===== src/rtl/mgmt_clkdiv_pkg.sv =====
package mgmt_clkdiv_pkg;
  localparam int CD_M_W = 4;
  localparam int CD_N_W = 3;

  typedef struct packed {
    logic [CD_M_W-1:0] m;
    logic [CD_N_W-1:0] n;
  } cd_cfg_t;
endpackage


===== src/rtl/mclk_cfg_shadow.sv =====
module mclk_cfg_shadow #(
  parameter int M_W = 4,
  parameter int N_W = 3
) (
  input  logic           clk,
  input  logic           rst_n,
  input  logic [M_W-1:0] m_in,
  input  logic [N_W-1:0] n_in,
  input  logic           period_end,
  output logic [M_W-1:0] m_act,
  output logic [N_W-1:0] n_act,
  output logic           primed
);
  logic load;
  assign load = !primed || period_end;

  always_ff @(posedge clk or negedge rst_n) begin
    if (!rst_n) begin
      m_act  <= '0;
      n_act  <= '0;
      primed <= 1'b0;
    end else begin
      primed <= 1'b1;
      if (load) begin
        m_act <= m_in;
        n_act <= n_in;
      end
    end
  end

  AST_CFG_HELD_MID_PERIOD: assert property (@(posedge clk) disable iff (!rst_n)
    (primed && !period_end) |=> ($stable(m_act) && $stable(n_act)));
endmodule


===== src/rtl/mclk_lin_stage.sv =====
module mclk_lin_stage #(
  parameter int M_W = 4
) (
  input  logic           clk,
  input  logic           rst_n,
  input  logic           step,
  input  logic [M_W-1:0] m_lim,
  output logic           wrap
);
  logic [M_W-1:0] lin_cnt;

  assign wrap = step && (lin_cnt == m_lim);

  always_ff @(posedge clk or negedge rst_n) begin
    if (!rst_n) begin
      lin_cnt <= '0;
    end else if (step) begin
      if (wrap) lin_cnt <= '0;
      else      lin_cnt <= lin_cnt + M_W'(1);
    end
  end

  AST_LIN_IN_RANGE: assert property (@(posedge clk) disable iff (!rst_n)
    lin_cnt <= m_lim);
endmodule


===== src/rtl/mclk_bin_stage.sv =====
module mclk_bin_stage #(
  parameter int N_W = 3,
  localparam int CNT_W = (1 << N_W) - 1
) (
  input  logic           clk,
  input  logic           rst_n,
  input  logic           step,
  input  logic [N_W-1:0] n_sel,
  output logic           level,
  output logic           toggle,
  output logic           falling
);
  logic [CNT_W-1:0] bin_cnt;
  logic [CNT_W-1:0] bin_lim;

  always_comb begin
    bin_lim = '0;
    for (int i = 0; i < CNT_W; i++) begin
      if (i < int'(n_sel)) bin_lim[i] = 1'b1;
    end
  end

  assign toggle  = step && (bin_cnt == bin_lim);
  assign falling = toggle && level;

  always_ff @(posedge clk or negedge rst_n) begin
    if (!rst_n) begin
      bin_cnt <= '0;
      level   <= 1'b0;
    end else if (step) begin
      if (toggle) begin
        bin_cnt <= '0;
        level   <= !level;
      end else begin
        bin_cnt <= bin_cnt + CNT_W'(1);
      end
    end
  end

  AST_BIN_IN_RANGE: assert property (@(posedge clk) disable iff (!rst_n)
    bin_cnt <= bin_lim);
  AST_LEVEL_NEEDS_STEP: assert property (@(posedge clk) disable iff (!rst_n)
    !step |=> $stable(level));
endmodule


===== src/rtl/mgmt_clkdiv.sv =====
module mgmt_clkdiv
  import mgmt_clkdiv_pkg::*;
#(
  parameter int M_W = CD_M_W,
  parameter int N_W = CD_N_W,
  localparam int CFG_W = M_W + N_W
) (
  input  logic             clk,
  input  logic             rst_n,
  input  logic             ref_tick,
  input  logic [CFG_W-1:0] cfg_field,
  output logic             div_clk,
  output logic             edge_tick
);
  logic [M_W-1:0] m_in, m_act;
  logic [N_W-1:0] n_in, n_act;
  logic           primed, lin_wrap, level_flip, period_end, count_en;

  assign m_in = cfg_field[CFG_W-1:N_W];
  assign n_in = cfg_field[N_W-1:0];
  assign count_en = primed && ref_tick;

  mclk_cfg_shadow #(.M_W(M_W), .N_W(N_W)) i_shadow (
    .clk(clk), .rst_n(rst_n), .m_in(m_in), .n_in(n_in),
    .period_end(period_end), .m_act(m_act), .n_act(n_act), .primed(primed)
  );

  mclk_lin_stage #(.M_W(M_W)) i_lin (
    .clk(clk), .rst_n(rst_n), .step(count_en), .m_lim(m_act), .wrap(lin_wrap)
  );

  mclk_bin_stage #(.N_W(N_W)) i_bin (
    .clk(clk), .rst_n(rst_n), .step(lin_wrap), .n_sel(n_act),
    .level(div_clk), .toggle(level_flip), .falling(period_end)
  );

  always_ff @(posedge clk or negedge rst_n) begin
    if (!rst_n) edge_tick <= 1'b0;
    else        edge_tick <= level_flip;
  end

  AST_EDGE_NEEDS_TICK: assert property (@(posedge clk) disable iff (!rst_n)
    edge_tick |-> $past(ref_tick));
  AST_LEVEL_MOVE_MARKED: assert property (@(posedge clk) disable iff (!rst_n)
    (div_clk != $past(div_clk)) |-> edge_tick);
  AST_QUIET_AFTER_RESET: assert property (@(posedge clk) disable iff (!rst_n)
    $past(!rst_n) |-> (!div_clk && !edge_tick));
endmodule


===== config.mk =====
export PLATFORM = sky130hd
export DESIGN_NAME = mgmt_clkdiv
export DESIGN_NICKNAME = d
export VERILOG_FILES = /design/src/rtl/mgmt_clkdiv_pkg.sv /design/src/rtl/mclk_cfg_shadow.sv /design/src/rtl/mclk_lin_stage.sv /design/src/rtl/mclk_bin_stage.sv /design/src/rtl/mgmt_clkdiv.sv
export SDC_FILE = /design/constraint.sdc
export NUM_CORES = 1
export LEC_CHECK = 0
export BUFFER_PORTS_ARGS = -buffer_cell sky130_fd_sc_hd__clkbuf_2
export CAP_MARGIN = 20
export CELL_PAD_IN_SITES_DETAIL_PLACEMENT = 0
export CELL_PAD_IN_SITES_GLOBAL_PLACEMENT = 2
export CORE_MARGIN = 10
export CORE_UTILIZATION = 37
export CTS_CLUSTER_SIZE = 30
export DETAILED_ROUTE_END_ITERATION = 8
export PLACE_DENSITY = 0.76
export REMOVE_ABC_BUFFERS = 1
export SYNTH_ARGS = -nofsm -noshare
export SYNTH_HDL_FRONTEND = slang
export SYNTH_SLANG_ARGS = --single-unit

===== constraint.sdc =====
create_clock -name clk -period 2.85 [get_ports clk]
set_input_delay 0.285 -clock clk [delete_from_list [all_inputs] [get_ports clk]]
set_output_delay 0.285 -clock clk [all_outputs]
set_load 0.1 [all_outputs]

# Word level (Yosys, flattened, before mapping)
# Index checks and enable logic that the tools add are counted.
# W data, S select, Z words.
[op_classes]
eq_ne = 2
n_mux = 9
add_sub_neg = 2
order_cmp = 7
n_reduce_logical = 8
[op_table]
columns = ["operator", "n"]
rows = [
  ["$lt A3 B3 Y1 const A", 3],
  ["$add A7 B1 Y7 const B", 1],
  ["$eq A7 B7 Y1", 1],
  ["$mux W1", 7],
  ["$mux W7", 1],
  ["$lt A1 B3 Y1 const A", 2],
  ["$lt A2 B3 Y1 const A", 2],
  ["$add A4 B1 Y4 const B", 1],
  ["$eq A4 B4 Y1", 1],
  ["$logic_and A1 B1 Y1", 4],
  ["$mux W4", 1],
  ["$logic_not A1 Y1", 2],
  ["$reduce_and A2 Y1", 1],
  ["$logic_or A1 B1 Y1", 1],
]
[word_totals]
inputBits = 10
word_cells = 35
ff_bits = 21
out_inout_bits = 2

# Longest topological paths before layout
# Gate-level depths: netlist of the first run.
[logic_depth]
depth_word = 6
depth_mapped = 6
depth_no_buf = 5

# Modules after synthesis
# A second synthesis of the first run with hierarchy kept.
[unflattened]
hier_cells = 100
area_unflattened_um2 = 1149.9
[by_module_without_submodules]
columns = ["mod", "instances", "seq_area_each_um2", "area_each_um2", "cells_per_inst"]
rows = [
  ["mclk_bin_stage", 1, 200.2, 533.0, 57],
  ["mclk_cfg_shadow", 1, 200.2, 334.1, 18],
  ["mclk_lin_stage", 1, 100.1, 251.5, 23],
  ["mgmt_clkdiv", 1, 25.0, 31.3, 2],
]

# Worst setup path after synthesis of the first run
# No wires, ideal clock.
[synth_path]
path_kind = "reg-to-reg"
startpoint = "register i_shadow.n_act[1]"
endpoint = "register i_shadow.m_act[0]"
setup_time_ns = 0.125
arrival_ns = 2.094
path_stages_with_launch = 7
path_slack_ns = 0.631
required_time_ns = 2.725
n_path_buf = 1
period_less_slack_ns = 2.219
cell_sequence = "dfrtp_1 > buf_2 > or3b_2 > a21oi_1 > o21ai_0 > o41ai_4 > mux2_2"
[synth_via]
elab_chain_cells = 6
word_cells_on_any_way = 18
cone_classes = "7 x order compare; 1 x eq/ne; 7 x mux; 3 x reduce/logical"
[synth_lines]
columns = ["element", "line", "source"]
rows = [
  ["start: declaration", "mclk_cfg_shadow.sv:11", "output logic [N_W-1:0] n_act,"],
  ["start signal: assignment", "mclk_cfg_shadow.sv:26", "n_act <= n_in;"],
  ["$lt A1 B3 Y1, or another cell as far along", "mclk_bin_stage.sv:19", "if (i < int'(n_sel)) bin_lim[i] = 1'b1;"],
  ["$mux W1", "mclk_bin_stage.sv:19", ""],
  ["$eq A7 B7 Y1 *", "mclk_bin_stage.sv:23", "assign toggle = step && (bin_cnt == bin_lim);"],
  ["$logic_and A1 B1 Y1 *", "mclk_bin_stage.sv:23", ""],
  ["$logic_and A1 B1 Y1 *", "mclk_bin_stage.sv:24", "assign falling = toggle && level;"],
  ["$logic_or A1 B1 Y1 *", "mclk_cfg_shadow.sv:15", "assign load = !primed || period_end;"],
  ["end signal: assignment", "mclk_cfg_shadow.sv:25", "m_act <= m_in;"],
  ["end: declaration", "mclk_cfg_shadow.sv:10", "output logic [M_W-1:0] m_act,"],
]
# Every way passes the cells marked *; elsewhere a longest branch is shown, timed or not.
# A chain may end at the register's enable or synchronous reset.

# Final worst setup path of the first run
[layout_path]
startpoint = "register i_shadow.n_act[2]"
endpoint = "register i_shadow.n_act[0]"
[layout_via]
elab_chain_cells = 6
word_cells_on_any_way = 18
cone_classes = "7 x order compare; 1 x eq/ne; 7 x mux; 3 x reduce/logical"
[layout_lines]
columns = ["element", "line"]
rows = [
  ["$lt A1 B3 Y1, or another cell as far along", "mclk_bin_stage.sv:19"],
  ["$mux W1", "mclk_bin_stage.sv:19"],
  ["$eq A7 B7 Y1 *", "mclk_bin_stage.sv:23"],
  ["$logic_and A1 B1 Y1 *", "mclk_bin_stage.sv:23"],
  ["$logic_and A1 B1 Y1 *", "mclk_bin_stage.sv:24"],
  ["$logic_or A1 B1 Y1 *", "mclk_cfg_shadow.sv:15"],
]
# Marks and branches as above.

==> reports/metrics.csv, run 1 <==
metric;value;unit
globalRouteOverflowTotal;0;
drive_gt1_frac;0.248;
finalNetCount;138;
io_buffers;11;
hp-start;cfg_field[6];
wl_per_cell;14.6;microns
setup_violations;0;
ir_drop;0.000280;V
fmax;0.402;GHz
ys_ff_latch;21;
cts_root_buf;clkbuf_4;
synth_top_area_cell;dfrtp_1;
r2r_start;i_shadow.n_act[2]$_DFFE_PN0P_;
synth_fa_ha_area_frac;0.0219;
synth_top_family_by_area;simple AND/OR/NAND/NOR gates;
drcViolationCount;0;
synth_simple_gate_area_frac;0.230;
antenna_found_initial;0;
num-fill-cells;299;
seq_area_frac_synth;0.461;
cts_resized;0;
rows;20;
fin_skew;0.00466;ns
synthMuxAreaShare;0.0691;
cts.sinks;21;
clk_latency;0.30;ns
worst_setup_path_start_kind;flip-flop;
cp_slowest_cell;o41ai_4;
fp.dieH;75.5;microns
numCtsBuffers;3;
yosysUniqueCellTypes;34;
place_area;0.00124;sq mm
dr.first_iter.drc_count;88;
globalplace.congestion;0.780;
fin_crit;2.49;ns
yosysMostFrequentCell;dfrtp_1;
finalInstanceArea;0.00128;sq mm
synth_edf_count;0;
slew_viol_final;0;
grt_max_degree;22;
max_stage_delay;0.63;ns
synth.avg_cell_area;10.5;sq um
endpoint_kind;flip-flop;
crit_path_end;i_shadow.n_act[0]$_DFFE_PN0P_;
wl;2310;microns
final_core_util;0.426;
worst_slack;0.361;ns
critical_path_depth;5;
synthArstFlopShare;1.00;
total_power;0.723;mW
status;complete, no violations;
grt_pass1_wl;4120;microns
ys_warn_count;0;
viasPerCell;5.41;
grt_pass1_vias;874;
whs;0.208;ns
post-route-period-util;0.873;
die_area;0.00571;sq mm
crit_path_cell_trace;or4_1 > o22ai_1 > a31oi_1 > o41ai_4 > mux2_2;
synth_compound_area_frac;0.107;
htree_num_levels;1;
drv_cap;0;
ios;12;
critPathBufInv;0;
cp_max_fo;12;
syn_inst;109;
vias;855;
crit_path_start;i_shadow.n_act[2]$_DFFE_PN0P_;
final.setup.tns;0;ns
dr.pass1.iters;4;
rsz0062_at_grt;no;
ff2ff_setup_slack;0.36;ns
critical_path_class;reg -> reg;
critPathArrivalTime;2.68;ns
netlist_area;0.00114;sq mm
die_x;75.5;microns
coreArea;0.00300;sq mm
ant_nets;0;
start_util;0.380;
synthTopCellsByCount;21 x dfrtp_1, 10 x nor2_1, 10 x xor2_1, 9 x nand2_1, 7 x mux2_2;
insertedDiodeCount;0;
power.leakage;0.590;nW
area_growth;12.1;%
dp_slack;0.393;ns
worst_slew_pin_slew;0.772;ns
power_density;565;mW/mm^2
synth_top_area_frac;0.461;
finalHoldViolCount;0;
relSlewSlack;0.482;
path_delay_family;compound AO/OA/AOI/OAI gates;
ff2ff_path_depth;5;
clockBufferDepth;2;
cp.required;3.05;ns
cts.clk_slew.worst_paths;0.11;ns
hold_path.class;in -> reg;
cts_tree;done;
place_inst;153;
dpl.hpwl;1750;microns
instances_no_fill;158;
yosys-top-cells-area;dfrtp_1 46%, xor2_1 7.7%, mux2_2 6.9%;
grt_usage;0.0937;
synth_xor_area_frac;0.0921;
synth_ff_type;dfrtp_1;
r2r-end;i_shadow.n_act[0]$_DFFE_PN0P_;
cell type report:
class,instances,area [sq um],share of cell area
multi-input combinational,84,598,0.468
clock buffer,4,26.3,0.0205
timing repair buffer,14,80.1,0.0626
tap,33,41.3,0.0323
inverter,2,7.51,0.00587
sequential,21,526,0.411
sequential cells by signal, summed over array words and instances (netlist names):
signal	count
i_lin.lin_cnt	4
i_shadow.m_act	4
edge_tick	1
i_shadow.n_act	3
i_bin.bin_cnt	7
i_bin.level	1
i_shadow.primed	1
how the worst min path moves through the flow:
stage	cells after the start	slack (ns)	to
after global routing	2	0.18	i_shadow.m_act[3]$_DFFE_PN0P_
final	2	0.21	i_shadow.m_act[3]$_DFFE_PN0P_
after CTS	2	0.20	i_shadow.m_act[3]$_DFFE_PN0P_
after detailed placement	1	0.30	i_bin.bin_cnt[1]$_DFFE_PN0N_
after floorplan	0	-0.01	edge_tick$_DFF_PN0_
after global placement	1	0.29	i_lin.lin_cnt[0]$_DFFE_PN0P_
worst register-to-register path, stage by stage, from the launching register on:
cell and delay [ns]:
dfrtp_1 0.51, or4_1 0.55, o22ai_1 0.17, a31oi_1 0.13, o41ai_4 0.63, mux2_2 0.40
metal layers:
layer	GRT usage	routed length, microns	share of wire
met4	0.0371	14	0.0061
met3	0.0221	70	0.030
met1	0.115	1050	0.45
met2	0.154	1170	0.51
met5	0	0	0
cell usage in the layout (no fill, tap or decap), types with 2 or more instances in the layout:
cell type	Yosys	final
clkbuf_4	0	3
and2_1	4	4
xor2_1	10	10
inv_1	2	2
mux2_2	7	7
nor3_1	2	2
a211oi_1	2	2
a31oi_1	2	2
and3_1	2	2
buf_4	0	2
clkbuf_2	0	11
o21ai_0	5	5
a21oi_1	2	2
xnor2_1	2	2
ha_1	2	2
nand2_1	9	9
nor2_1	10	10
nand4_1	5	5
dfrtp_1	21	21
nand3_1	4	4
logic make-up (layout without fill, tap and decap cells):
logic type,count (synthesis),in the layout
AND/OR/NAND/NOR,46,46
flip-flops,21,21
AO/OA/AOI/OAI,16,16
XOR/XNOR,12,12
multiplexers,7,7
buffers and inverters,4,20
adder cells (fa/ha/maj),2,2
other,1,1
power breakdown:
group | internal (mW) | switching, mW | total, mW
clock network | 0.0546 | 0.0907 | 0.145
logic | 0.0856 | 0.0858 | 0.171
registers | 0.343 | 0.0638 | 0.406
total | 0.483 | 0.240 | 0.723
repair_timing:
item                                    in CTS  in global routing
setup buffers                                0                  0
hold buffers                                 1                  0
hold endpoints to repair                    21                  0
endpoints found under the setup margin       0                  0
Power figures use the tool's default switching activity.
==> run 2, diff against run 1 <==
Settings changed: CORE_UTILIZATION 37 to 33, PLACE_DENSITY 0.76 to 0.72.
Clock period 2.85 ns to 2.27 ns, I/O delays scaled along.
==> reports/metrics.csv, run 2 (synthesis results as in run 1) <==
metric;value;unit
largest_reg_flops;7;
rows;21;
coreArea;0.00334;sq mm
drv_cap;0;
grt_pass1_wl;4420;microns
die_x;78.8;microns
ff2ff_setup_slack;0.09;ns
p_switching;0.310;mW
antenna_found_initial;0;
seq_power_share;0.541;
cp_max_fo;7;
worst_slew_pin_slew;0.568;ns
critical_path_class;reg -> reg;
htree_num_levels;1;
fin_crit;2.18;ns
drive_gt1_frac;0.319;
cts.sinks;21;
globalRouteOverflowTotal;0;
comb_power_share;0.265;
setup_violations;0;
grt_max_degree;22;
wl_per_cell;13.9;microns
start_util;0.342;
crit_path_start;i_shadow.n_act[1]$_DFFE_PN0P_;
internal_power;0.622;mW
final_common_cell;dfrtp_1;
slew_viol_final;0;
total_power;0.932;mW
r2r-end;i_shadow.m_act[0]$_DFFE_PN0P_;
crit_path_end;i_shadow.m_act[0]$_DFFE_PN0P_;
io_buffers;11;
r2r_start;i_shadow.n_act[1]$_DFFE_PN0P_;
sw_frac_of_total;0.333;
ir_drop;0.000502;V
cts_root_buf;clkbuf_4;
die_area;0.00621;sq mm
ff2ff_path_depth;6;
finalNetCount;148;
cts_tree;done;
power.leakage;0.641;nW
relSlewSlack;0.622;
globalplace.congestion;0.782;
hold_path.class;in -> reg;
finalHoldViolCount;0;
insertedDiodeCount;0;
critPathArrivalTime;2.37;ns
ios;12;
grt_pass1_vias;965;
fin_skew;0.00708;ns
layout_common_cells;21 x dfrtp_1, 11 x clkbuf_2, 11 x buf_4;
rsz0062_at_grt;no;
area_growth;21.2;%
fp.dieH;78.8;microns
fmax;0.459;GHz
wl;2520;microns
ant_nets;0;
endpoint_kind;flip-flop;
largestRegisters;i_bin.bin_cnt (7), i_lin.lin_cnt (4), i_shadow.m_act (4);
place_area;0.00133;sq mm
power_density;674;mW/mm^2
finalInstanceArea;0.00138;sq mm
clkPwrFrac;0.193;
viasPerCell;4.79;
status;complete, no violations;
grt_usage;0.0873;
dr.pass1.iters;4;
dpl.hpwl;1950;microns
top_register;i_bin.bin_cnt;
dr.first_iter.drc_count;26;
numCtsBuffers;3;
drcViolationCount;0;
cp.required;2.46;ns
post-route-period-util;0.960;
clockBufferDepth;2;
clk_latency;0.30;ns
cts.clk_slew.worst_paths;0.12;ns
vias;867;
worst_setup_path_start_kind;flip-flop;
final_core_util;0.414;
[run 2: layout make-up]
cell class                      instances  area [sq um]
Fill cell                             339          1950
Multi-Input combinational cell         84           607
Sequential cell                        21           526
Timing Repair Buffer                   24           159
Tap cell                               46          57.6
Clock buffer                            4          26.3
Inverter                                2          7.51
[run 2: per-layer routing]
layer / vias up / track usage / share of wire
met4: 0 / 0.0197 / 0.011
li1: 442 / - / -
met3: 4 / 0.0304 / 0.032
met5: - / 0 / 0
met2: 8 / 0.150 / 0.50
met1: 413 / 0.103 / 0.46
[run 2: per-stage QoR]
step                setup TNS (ns)  setup WS, ns  hold WS (ns)  instances
finish                           0        0.0912         0.156        181
global route                     0       0.00810         0.140        181
CTS                              0        0.0137         0.144        181
detailed placement               0        0.0168         0.245        175
global placement                 0        0.0602         0.239        175
floorplan                   -0.197       -0.0281       -0.0686        107
[run 2: power by group through the flow]
stage                     sequential [mW]  clock (mW)  combinational, mW
after global placement              0.514           0              0.233
after floorplan                     0.496           0              0.162
after detailed placement            0.513           0              0.241
final                               0.505       0.180              0.247
after global routing                0.518       0.210              0.280
after CTS                           0.504       0.191              0.246
[run 2: worst min-delay path by stage]
stage | cells after the start | startpoint | slack (ns) | endpoint
6_report | 2 | cfg_field[5] | 0.16 | i_shadow.m_act[2]$_DFFE_PN0P_
5_1_grt | 2 | cfg_field[4] | 0.14 | i_shadow.m_act[1]$_DFFE_PN0P_
4_1_cts | 2 | cfg_field[6] | 0.14 | i_shadow.m_act[3]$_DFFE_PN0P_
3_5_place_dp | 1 | rst_n | 0.24 | i_lin.lin_cnt[1]$_DFFE_PN0P_
3_3_place_gp | 1 | rst_n | 0.24 | i_lin.lin_cnt[1]$_DFFE_PN0P_
2_1_floorplan | 0 | rst_n | -0.07 | edge_tick$_DFF_PN0_
[run 2: timing repair]
item / CTS / global route
endpoints found under the setup margin: 3 / 7
hold buffers: 1 / 0
resized for setup: 0 / 4
endpoints found under the hold margin: 21 / 0
buffers inserted: 1 / 0
pin swaps: 0 / 1
[run 2: worst max-delay path, stage by stage, from the launching register on]
cell and delay, ns:
dfrtp_1 0.42, or3b_2 0.49, a21oi_2 0.17, o21ai_1 0.12, o41ai_4 0.37, buf_6 0.17, mux2_2 0.34
